[config.mk]
export PLATFORM = sky130hd
export DESIGN_NAME = rx_lock_watch
export DESIGN_NICKNAME = d
export VERILOG_FILES = /design/src/rtl/rx_lock_watch_pkg.sv /design/src/rtl/lock_window.sv /design/src/rtl/sat_counter.sv /design/src/rtl/rx_lock_watch.sv
export SDC_FILE = /design/constraint.sdc
export NUM_CORES = 1
export LEC_CHECK = 0
export BUFFER_PORTS_ARGS = -buffer_cell sky130_fd_sc_hd__buf_2
export CAP_MARGIN = 0
export CORE_MARGIN = 3
export CORE_UTILIZATION = 59
export CTS_CLUSTER_DIAMETER = 80
export DETAILED_ROUTE_END_ITERATION = 12
export PLACE_DENSITY = 0.8
export SYNTH_ARGS = -nofsm -noshare
export SYNTH_HDL_FRONTEND = slang
export SYNTH_SLANG_ARGS = --single-unit
[constraint.sdc]
create_clock -name clk -period 2.7 [get_ports clk]
set_input_delay 0.135 -clock clk [delete_from_list [all_inputs] [get_ports clk]]
set_output_delay 0.135 -clock clk [all_outputs]
set_load 0.02 [all_outputs]
[src/rtl/rx_lock_watch_pkg.sv]
package rx_lock_watch_pkg;

    localparam int N_LOCK    = 2;
    localparam int IDX_TREF  = 0;
    localparam int IDX_FRAME = 1;

    // Result of one lock check on the edge it resolves.
    typedef struct packed {
        logic done;
        logic pass;
    } verdict_t;

    // Watch-window state.
    typedef enum logic {
        WIN_IDLE  = 1'b0,
        WIN_WATCH = 1'b1
    } win_state_e;

    function automatic int unsigned ms_to_cyc(input int unsigned clk_hz,
                                              input int unsigned ms);
        return (clk_hz / 1000) * ms;
    endfunction

endpackage

[src/rtl/lock_window.sv]
module lock_window
    import rx_lock_watch_pkg::*;
#(
    parameter int unsigned WIN = 16
) (
    input  logic     clk,
    input  logic     rst,
    input  logic     arm,
    input  logic     lock,
    output verdict_t res
);
    localparam int unsigned CW = (WIN < 2) ? 1 : $clog2(WIN + 1);
    localparam logic [CW-1:0] LAST = CW'(WIN - 1);

    win_state_e    state;
    logic [CW-1:0] elapsed;

    // A new pulse takes priority over any resolution of the open window.
    always_comb begin
        res.done = (state == WIN_WATCH) && !arm && (lock || (elapsed == LAST));
        res.pass = (state == WIN_WATCH) && !arm && lock;
    end

    always_ff @(posedge clk) begin
        if (rst) begin
            state   <= WIN_IDLE;
            elapsed <= '0;
        end else if (arm) begin
            state   <= WIN_WATCH;
            elapsed <= '0;
        end else if (res.done) begin
            state   <= WIN_IDLE;
            elapsed <= '0;
        end else if (state == WIN_WATCH) begin
            elapsed <= elapsed + CW'(1);
        end
    end

endmodule

[src/rtl/sat_counter.sv]
module sat_counter #(
    parameter int W = 16
) (
    input  logic         clk,
    input  logic         rst,
    input  logic         bump,
    output logic [W-1:0] cnt
);
    always_ff @(posedge clk) begin
        if (rst) begin
            cnt <= '0;
        end else if (bump && (cnt != {W{1'b1}})) begin
            cnt <= cnt + W'(1);
        end
    end
endmodule

[src/rtl/rx_lock_watch.sv]
module rx_lock_watch
    import rx_lock_watch_pkg::*;
#(
    parameter int unsigned TREF_WIN_CYC  = ms_to_cyc(50_000_000, 500),
    parameter int unsigned FRAME_WIN_CYC = ms_to_cyc(50_000_000, 1000),
    parameter int          ERR_W         = 16
) (
    input  logic             clk,
    input  logic             rst,
    input  logic             src_chg,
    input  logic             tref_lock,
    input  logic             frame_lock,
    output logic [ERR_W-1:0] tref_err_cnt,
    output logic [ERR_W-1:0] frame_err_cnt,
    output logic             tref_done,
    output logic             tref_pass,
    output logic             frame_done,
    output logic             frame_pass
);
    logic [N_LOCK-1:0] lock_vec;
    verdict_t          now_v [N_LOCK];
    verdict_t          reg_v [N_LOCK];
    logic [ERR_W-1:0]  errs  [N_LOCK];

    assign lock_vec[IDX_TREF]  = tref_lock;
    assign lock_vec[IDX_FRAME] = frame_lock;

    for (genvar g = 0; g < N_LOCK; g++) begin : g_lock
        localparam int unsigned WIN_G = (g == IDX_TREF) ? TREF_WIN_CYC : FRAME_WIN_CYC;

        lock_window #(.WIN(WIN_G)) u_win (
            .clk  (clk),
            .rst  (rst),
            .arm  (src_chg),
            .lock (lock_vec[g]),
            .res  (now_v[g])
        );

        sat_counter #(.W(ERR_W)) u_cnt (
            .clk  (clk),
            .rst  (rst),
            .bump (now_v[g].done && !now_v[g].pass),
            .cnt  (errs[g])
        );

        always_ff @(posedge clk) begin
            if (rst) begin
                reg_v[g] <= '0;
            end else begin
                reg_v[g] <= now_v[g];
            end
        end
    end

    assign tref_err_cnt  = errs[IDX_TREF];
    assign frame_err_cnt = errs[IDX_FRAME];
    assign tref_done     = reg_v[IDX_TREF].done;
    assign tref_pass     = reg_v[IDX_TREF].pass;
    assign frame_done    = reg_v[IDX_FRAME].done;
    assign frame_pass    = reg_v[IDX_FRAME].pass;

endmodule

==> impl_results.md, run 1 <==
- Status: complete, no violations
- Vias per cell: a little under 6
- RSZ-0062 raised after global routing: false
- Setup violations, final: 0
- Leading area contributor after synthesis: dfxtp_1
- Peak Freq: 0.431 GHz
- CP Class: reg2reg
- Req. time, crit path: 2960 ps
- DRC viols: 0
- Data arrival, critical path: 2570 ps
- CP cell instances: or4_4 -> nor4_4 -> o211ai_2 -> nor4_1 -> mux2_2
- Leak: around 1.7 nW
- Worst Hold Class: in2reg
- IO Port Bufs: 40
- Met2 Use GR: 0.355
- Ant. Diodes: 0
- Clock Latency Late Sink: 360 ps
- Critical path's largest stage delay: 550 ps
- CTS root buffer: clkbuf_8
- Post-synthesis area per instance: 8.70 sq um
- Vias in the first global route: 3408
- Pwr Density: 464 nW/um^2
- Drt initial violations: 169
- Vias after detailed routing: 3679
- CTS sink cnt: 89
- Total congestion overflow: 0
- Die area: 8220 sq um
- Fraction of registers with async set/reset: 0
- Post-placement cell count: 613
- Area share of the largest cell type after synthesis: 0.421
- TritonCTS buffer count: 9
- Synth unique cells: 54
- Critical Path Source Type: register
- H-Tree Depth: 3
- Worst IR Drop VDD: 0.330 mV
- Syn. warnings: 0
- Top-Level Pins: about 40
- Layout cells sized above 1: 0.161
- Die height: roughly 91 um
- Post-Syn Area: 4230 sq um
- Syn Inst Count: 486
- Setup TNS Final: 0 ps
- Final Routed Wirelength: 8910 um
- EDFF count, synth: 0
- GR Util All Layers: 0.220
- Area contributors post-synth: dfxtp_1 42%, xor2_1 6.8%, nor2_1 6.5%
- Peak fanout along the critical path: 17
- TritonCTS clock tree: yes
- Global-route wire length before repair: 15300 um
- Slowest CP cell: or4_4
- Crit path time final: around 2300 ps
- Clock buffer depth: 2
- Pre-CTS WS: around 400 ps
- Core region area: 6870 sq um
- Pre-Repair DR Iteration Count: 4
- Fin nets: 537
- Mapped Nets: 495
- Die Wd: 90.7 um
- Minimum hold slack: around 57 ps
- Max-Slew Margin vs Limit: 0.541
- Worst-Margin Slew: 682 ps
- GR met3 Demand/Resource: 0.0442
- Kind of cell adding the most delay to the critical path: simple AND/OR/NAND/NOR gates
- Antenna Violating Nets Remaining: 0
- Met1 Usage GRT: 0.296
- Detailed-route wire length per cell: 14.2 um
- Fin. Hold Viols: 0
- #FFs+latches synth: 89
- Post-DP HPWL: 6230 um
- Area Overhead vs Synth: 11.0%
- Cts hold-fix bufs: 0
- Busiest grt layer: met2
- # rows: 30
- Seq/Total Area, Yosys: 0.421
- Starting Density: 0.615
- Largest net degree at the start of global routing: 34
- Initial antenna violation count: 0
- Critical path endpoint category: register
- RePlAce Congestion: slightly below 0.8
- Non-filler cells, final: 629
- Buf/Inv on CP: 0
- Main flop type after synthesis: dfxtp_1
- Setup bufs post-CTS: 0
- MaxCap Viol Count: 0
- Post-CTS Resized: 0
- Most common cell after layout, fill and taps aside: dfxtp_1
- Reg clk slew, reported paths: roughly 90 ps
- Pwr Total: 2.18 mW
- Worst setup margin: about 380 ps
- Crit share post-route: 0.858
- Commonest non-fill, non-tap cells in the layout: 89 x dfxtp_1, 73 x nor2_1, 40 x buf_2
- Fin Clk Skew: around 15 ps
- Fin. max-slew vios: 0
## state kept, by name (all words and copies together) (netlist names)
name / count
reg_v: 4
g_lock.u_cnt.cnt: 32
g_lock.u_win.elapsed: 51
g_lock.u_win.state: 2
## worst reg2reg max path: cells and delay by family, from the launching register on
family          cells  cell delay, ps
mux                 1             370
simple gates        3            1190
flops               1             340
compound gates      1             330
## cell type report
type                       count  area, sq um
inverter                       9         33.8
sequential                    89         1780
tap                           96          120
multi-input combinational    371         2320
fill                         572         2180
clock buffer                  11          141
timing repair buffer          48          260
clock inverter                 5         31.3
## kinds of logic after synthesis
kind of cell | synth area share
buf+inv | 0.0287
fa+ha+maj | 0.0118
xor+xnor | 0.108
flops | 0.421
mux | 0.0181
compound gates | 0.0858
simple gates | 0.326
## synth_stat cells, types with 2 or more instances
master    number
a31oi_1        2
a21oi_1       22
o31ai_1       10
inv_1          9
nor4_1        10
nor2_1        73
mux2_2         5
clkbuf_1       9
xor2_1        33
nand3_1       35
xnor2_1       19
dfxtp_1       89
and3_2         2
and4_2         4
nor3_1        13
or3_1          8
and4bb_2       2
nor2b_1        8
o21ai_0        9
ha_1           4
nand4_1       26
or4_1         11
and4b_1        2
and3_1        16
a41oi_1        2
and4_1         7
buf_2          5
mux2i_1        2
nand2_1       24
## per-stage QoR
step	cell area [sq um]	utilization
floorplan	4230	-
global placement	4520	0.658
detailed placement	4520	0.658
CTS	4690	0.683
global route	4690	0.683
finish	4690	0.683
## path summary, 6_finish.rpt
| path | from | endpoint | slack, ps | cells past startpoint |
|---|---|---|---|---|
| max | g_lock[0].u_win.elapsed[23] | g_lock[0].u_cnt.cnt[11] | 380 | 5 |
| min | frame_lock | reg_v[1][0] | 60 | 2 |
| max reg2reg | g_lock[0].u_win.elapsed[23] | g_lock[0].u_cnt.cnt[11] | 380 | 5 |
| min reg2reg | g_lock[1].u_cnt.cnt[4] | g_lock[1].u_cnt.cnt[4] | 500 | 2 |
## power by group
group          internal [mW]  leakage, nW  switching [mW]
registers               1.32        0.717         0.00433
logic                 0.0155        0.855          0.0379
clock network          0.357       0.0891           0.448
## per-layer routing
metal	vias up	share of wire
li1	1848	-
met1	1737	0.48
met2	86	0.47
met3	8	0.040
met4	0	0.0095
met5	-	0
(Power assumes the default switching activity.)
==> run 2: changes to the inputs <==
--- a/config.mk
+++ b/config.mk
@@ -8,10 +8,11 @@
 export BUFFER_PORTS_ARGS = -buffer_cell sky130_fd_sc_hd__buf_2
 export CAP_MARGIN = 0
 export CORE_MARGIN = 3
-export CORE_UTILIZATION = 59
+export CORE_UTILIZATION = 61
+export CTS_BUF_LIST = sky130_fd_sc_hd__clkbuf_2
 export CTS_CLUSTER_DIAMETER = 80
 export DETAILED_ROUTE_END_ITERATION = 12
-export PLACE_DENSITY = 0.8
+export PLACE_DENSITY = 0.82
 export SYNTH_ARGS = -nofsm -noshare
 export SYNTH_HDL_FRONTEND = slang
 export SYNTH_SLANG_ARGS = --single-unit
==> impl_results.md, run 2 (synthesized netlist as in run 1, its figures left out) <==
- Core region area: 6530 sq um (-4.9%)
- Max Used Layer: met4
- Final Routed Wirelength: 8720 um (-2.2%)
- TritonCTS buffer count: 9 (unchanged)
- Non-filler cells, final: 611 (-2.9%)
- Vias per cell: 6.01 (+2.8%)
- Max-Slew Margin vs Limit: 0.439 (-0.103)
- Crit path time final: 2340 ps (+19.9 ps)
- Fin. Hold Viols: 0 (unchanged)
- Vias in the first global route: 3342 (-1.9%)
- Worst hold path depth: 3 (+1)
- Worst Hold End: reg_v[1][0]
- MaxCap Viol Count: 0 (unchanged)
- Routed wl met3: 330 um (-7.0%)
- Minimum hold slack: 434 ps (+377 ps)
- Reg-to-Reg Start: g_lock[0].u_win.elapsed[7]
- Hold Crit Start: frame_lock
- Top-Level Pins: 41 (unchanged)
- Clock Latency Late Sink: 520 ps (+160 ps)
- R2r setup slk: 360 ps (-20 ps)
- Worst Hold Class: in2reg
- Initial antenna violation count: 0 (unchanged)
- Pwr Total: 1.90 mW (-13%)
- Die area: 7970 sq um (-3.1%)
- Worst-Margin Slew: 839 ps (+157 ps)
- Drt initial violations: 186 (+10%)
- CP Class: reg2reg
- Vias after detailed routing: 3673 (-0.16%)
- DRC viols: 0 (unchanged)
- Critical path's largest stage delay: 530 ps (-20 ps)
- Pre-Repair DR Iteration Count: 6 (+2)
- Post-placement cell count: 592 (-3.4%)
- Total congestion overflow: 0 (unchanged)
- Peak fanout along the critical path: 17 (unchanged)
- Metal1 wirelength: 4170 um (-1.9%)
- Leak: 1.64 nW (-1.4%)
- Crit share post-route: 0.866 (+0.00738)
- Top flop regs: g_lock.u_win.elapsed (51), g_lock.u_cnt.cnt (32), reg_v (4)
- Critical Path Source Type: register
- Max reg flops: 51 (unchanged)
- Most common cell after layout, fill and taps aside: dfxtp_1
- Peak Freq: 0.428 GHz (-0.85%)
- Worst r2r dst: g_lock[0].u_cnt.cnt[11]
- Global-route wire length before repair: 14500 um (-5.4%)
- Metal2 WL: 4120 um (-2.4%)
- RePlAce Congestion: 0.816 (+4.6%)
- Pwr Density: 412 nW/um^2 (-11%)
- Setup bufs post-CTS: 0 (unchanged)
- Reg clk slew, reported paths: 220 ps (+130 ps)
- Setup violations, final: 0 (unchanged)
- Biggest register: g_lock.u_win.elapsed
- Commonest non-fill, non-tap cells in the layout: 89 x dfxtp_1, 73 x nor2_1, 40 x buf_2
- Fin. max-slew vios: 0 (unchanged)
- CP cell instances: or4_4 -> nor4_4 -> o211ai_2 -> nor4_1 -> mux2_2
- Critical path endpoint category: register
- Data arrival, critical path: 2790 ps (+220 ps)
- Worst IR Drop VDD: 0.246 mV (-25%)
- CTS sink cnt: 89 (unchanged)
- H-Tree Depth: 3 (unchanged)
- Reg2Reg Depth: 5 (unchanged)
- Req. time, crit path: 3150 ps (+190 ps)
- Kind of cell adding the most delay to the critical path: simple AND/OR/NAND/NOR gates
- Slowest CP cell: or4_4
- # rows: 29 (-3.3%)
- RSZ-0062 raised after global routing: false
- Setup TNS Final: 0 ps (unchanged)
- Fin Clk Skew: 29.4 ps (+14.6 ps)
- Clock buffer depth: 2 (unchanged)
- Seq. cell area: 1780 sq um (unchanged)
- GR Util All Layers: 0.227 (+0.00733)
- Area Overhead vs Synth: 8.79%
- Antenna Violating Nets Remaining: 0 (unchanged)
- Fin nets: 540 (+0.56%)
- IO Port Bufs: 40 (unchanged)
- Status: complete, no violations
- Largest net degree at the start of global routing: 26 (-24%)
- CTS root buffer: clkbuf_2
- Buf/Inv on CP: 0 (unchanged)
- Layout cells sized above 1: 0.152 (-0.00967)
- Die Wd: 89.3 um (-1.5%)
- TritonCTS clock tree: yes
- Ant. Diodes: 0 (unchanged)
- Multi-input gate area: 2320 sq um (unchanged)
- # fillers: 525 (-8.2%)
- Starting Density: 0.647 (+0.0318)
- Post-DP HPWL: 6220 um (-0.18%)
- Detailed-route wire length per cell: 14.3 um (+0.68%)
- Die height: 89.3 um (-1.5%)
-- run 2: worst max path at each step --
stage	startpoint	to	slack, ps	cells after the start
final	g_lock[0].u_win.elapsed[7]	g_lock[0].u_cnt.cnt[11]	360	5
after global routing	g_lock[0].u_win.elapsed[0]	g_lock[0].u_cnt.cnt[11]	220	6
after CTS	g_lock[0].u_win.elapsed[23]	g_lock[0].u_cnt.cnt[11]	340	5
after detailed placement	g_lock[0].u_win.elapsed[23]	g_lock[0].u_cnt.cnt[11]	360	5
after global placement	g_lock[0].u_win.elapsed[23]	g_lock[0].u_cnt.cnt[11]	420	5
after floorplan	g_lock[0].u_win.elapsed[23]	g_lock[0].u_cnt.cnt[9]	630	5
-- run 2: worst register-to-register path: cells and delay by family (launching register included) --
family           cells  cell delay, ps
multiplexers         1             370
AO/OA/AOI/OAI        1             340
flip-flops           1             390
AND/OR/NAND/NOR      3            1180
-- run 2: power breakdown --
group	switching, mW	internal (mW)
sequential	0.00657	1.32
combinational	0.0371	0.0183
clock	0.395	0.118
total	0.439	1.46
-- run 2: layer usage --
layer  vias up  GRT usage
li1       1847          -
met1      1741      0.290
met2        74      0.378
met3        11     0.0581
met4         0     0.0677
met5         -          0
-- run 2: per-stage QoR --
stage,area (sq um),setup WS [ps],util
CTS,4600,341,0.704
detailed placement,4480,362,0.686
finish,4600,362,0.704
global route,4600,216,0.704
global placement,4480,420,0.686
floorplan,4230,628,-
-- run 2: timing repair --
action | in CTS | in global routing
hold endpoints to repair | 11 | 0
hold buffers | 5 | 0
gates resized for setup | 0 | 0
-- run 2: area by class of cell --
cell class / instances / share of cell area
inverter: 9 / 0.00734
multi-input combinational: 371 / 0.505
tap: 77 / 0.0209
clock buffer: 12 / 0.0131
clock inverter: 2 / 0.00163
sequential: 89 / 0.387
timing repair buffer: 51 / 0.0642
==> run 3: changes to the inputs <==
--- a/config.mk
+++ b/config.mk
@@ -13,6 +13,7 @@
 export CTS_CLUSTER_DIAMETER = 80
 export DETAILED_ROUTE_END_ITERATION = 12
 export PLACE_DENSITY = 0.82
+export REMOVE_ABC_BUFFERS = 1
 export SYNTH_ARGS = -nofsm -noshare
 export SYNTH_HDL_FRONTEND = slang
 export SYNTH_SLANG_ARGS = --single-unit
==> impl_results.md, run 3 (synthesized netlist as in run 1, its figures left out) <==
- Status: complete, no violations
- Critical Path Source Type: register
- Global-route wire length before repair: 15100 um (+3.8%)
- Reg-to-Reg Start: g_lock[0].u_win.elapsed[23]
- Largest net degree at the start of global routing: 35 (+35%)
- Top flop regs: g_lock.u_win.elapsed (51), g_lock.u_cnt.cnt (32), reg_v (4)
- Pre-Repair DR Iteration Count: 4 (-2)
- Pre-CTS WS: 348 ps (-14.1 ps)
- Reg clk slew, reported paths: 220 ps (about the same)
- R2r setup slk: 350 ps (about the same)
- Peak fanout along the critical path: 17 (unchanged)
- Drt initial violations: 184 (-1.1%)
- Leak: 1.68 nW (+2.3%)
- Setup bufs post-CTS: 0 (unchanged)
- Switching part of the total power: 0.216 (-0.0149)
- Clock Power Share: 0.377 (+0.106)
- Non-filler cells, final: 613 (+0.33%)
- CTS sink cnt: 89 (unchanged)
- RePlAce Congestion: 0.850 (+4.2%)
- Worst Hold End: reg_v[0][0]
- Clock Latency Late Sink: 540 ps (+20 ps)
- Fin Clk Skew: 18.5 ps (-10.9 ps)
- Worst Hold Class: in2reg
- TritonCTS buffer count: 9 (unchanged)
- Worst hold path depth: 3 (unchanged)
- Data arrival, critical path: 2810 ps (+20 ps)
- Clock buffer depth: 2 (unchanged)
- DRC viols: 0 (unchanged)
- Die Wd: 89.3 um (unchanged)
- Setup TNS Final: 0 ps (unchanged)
- Setup violations, final: 0 (unchanged)
- Cts hold-fix bufs: 4 (-1)
- Critical path's largest stage delay: 550 ps (+20 ps)
- # rows: 29 (unchanged)
- Slowest CP cell: or4_4
- Layout cells sized above 1: 0.157 (+0.00503)
- Antenna Violating Nets Remaining: 0 (unchanged)
- Fin. max-slew vios: 0 (unchanged)
- Ant. Diodes: 0 (unchanged)
- Internal Power: 1.74 mW (+19%)
- Crit share post-route: 0.871 (+0.00521)
- Worst r2r dst: g_lock[0].u_cnt.cnt[11]
- Critical path endpoint category: register
- Top-Level Pins: 41 (unchanged)
- Fin nets: 540 (unchanged)
- # fillers: 523 (-0.38%)
- Post-placement cell count: 593 (+0.17%)
- Post-DP HPWL: 6150 um (-1.1%)
- Final Routed Wirelength: 8820 um (+1.2%)
- CP Class: reg2reg
- Peak Freq: 0.425 GHz (-0.60%)
- H-Tree Depth: 3 (unchanged)
- GR Util All Layers: 0.236 (+0.00903)
- Pwr Density: 474 nW/um^2 (+15%)
- Biggest register: g_lock.u_win.elapsed
- Die height: 89.3 um (unchanged)
- Worst setup margin: 348 ps (-14.1 ps)
- Vias after detailed routing: 3691 (+0.49%)
- MaxCap Viol Count: 0 (unchanged)
- Vias in the first global route: 3404 (+1.9%)
- Fin. Hold Viols: 0 (unchanged)
- Max-Slew Margin vs Limit: 0.579 (+0.140)
- Reg2Reg Depth: 5 (unchanged)
- Sw power: 0.480 mW (+9.5%)
- Combinational fraction of design power: 0.024 (-0.005)
- Worst-Margin Slew: 625 ps (-213 ps)
- IO Port Bufs: 40 (unchanged)
- Hold Crit Start: tref_lock
- Area Overhead vs Synth: 10.8%
- Minimum hold slack: 389 ps (-44.8 ps)
- Post-CTS Resized: 0 (unchanged)
- TritonCTS clock tree: yes
- Crit path time final: 2350 ps (+14.1 ps)
- CP cell instances: or4_4 -> nor4_4 -> o211ai_2 -> nor4_1 -> mux2_2
- Vias per cell: 6.02 (+0.16%)
- Initial antenna violation count: 0 (unchanged)
- Total congestion overflow: 0 (unchanged)
- Max reg flops: 51 (unchanged)
- Core region area: 6530 sq um (unchanged)
- Starting Density: 0.647 (unchanged)
- Die area: 7970 sq um (unchanged)
- CTS root buffer: clkbuf_2
- Detailed-route wire length per cell: 14.4 um (+0.85%)
- RSZ-0062 raised after global routing: false
- Seq pwr share: 0.599 (-0.101)
- Commonest non-fill, non-tap cells in the layout: 89 x dfxtp_1, 73 x nor2_1, 40 x buf_2
- Req. time, crit path: 3160 ps (about the same)
- Worst IR Drop VDD: 0.240 mV (-2.4%)
- Most common cell after layout, fill and taps aside: dfxtp_1
==> run 3: how the worst max path moves through the flow <==
stage                                      startpoint                    endpoint  cells after the start
after floorplan            g_lock[1].u_win.elapsed[9]  g_lock[1].u_win.elapsed[0]                      5
after global placement    g_lock[0].u_win.elapsed[23]     g_lock[0].u_cnt.cnt[11]                      5
after detailed placement  g_lock[0].u_win.elapsed[23]     g_lock[0].u_cnt.cnt[11]                      5
after CTS                 g_lock[0].u_win.elapsed[23]     g_lock[0].u_cnt.cnt[11]                      5
after global routing       g_lock[0].u_win.elapsed[0]     g_lock[0].u_cnt.cnt[11]                      6
final                     g_lock[0].u_win.elapsed[23]     g_lock[0].u_cnt.cnt[11]                      5
==> run 3: final cells by class <==
type / count / area (sq um) / share of cell area
clock buffer: 10 / 50.0 / 0.0107
inverter: 9 / 33.8 / 0.00721
clock inverter: 6 / 106 / 0.0227
multi-input combinational: 371 / 2320 / 0.496
timing repair buffer: 51 / 293 / 0.0625
sequential: 89 / 1780 / 0.380
tap: 77 / 96.3 / 0.0206
==> run 3: per-stage QoR <==
| step | power, mW | area (sq um) | util |
|---|---|---|---|
| final | 2.22 | 4690 | 0.717 |
| after global routing | 2.29 | 4690 | 0.717 |
| after CTS | 2.23 | 4690 | 0.717 |
| after detailed placement | 1.40 | 4490 | 0.687 |
| after global placement | 1.40 | 4490 | 0.687 |
| after floorplan | 1.38 | 4140 | - |
==> run 3: worst max-delay path: cells and delay by family (launching register included) <==
kind            cells  cell delay, ps
mux                 1             360
simple gates        3            1180
flops               1             390
compound gates      1             350
==> run 3: power groups by stage <==
stage	clock [mW]	sequential [mW]	combinational, mW
5_1_grt	0.895	1.33	0.0606
3_5_place_dp	0	1.35	0.0493
2_1_floorplan	0	1.35	0.0225
4_1_cts	0.849	1.33	0.0541
3_3_place_gp	0	1.35	0.0487
6_report	0.837	1.33	0.0535
==> run 3: per-layer routing <==
| layer | vias up | wire length (um) | GRT usage |
|---|---|---|---|
| met5 | - | 0 | 0 |
| met4 | 0 | 117 | 0.0771 |
| met3 | 13 | 437 | 0.0498 |
| met2 | 95 | 4240 | 0.409 |
| met1 | 1731 | 4030 | 0.292 |
| li1 | 1852 | - | - |
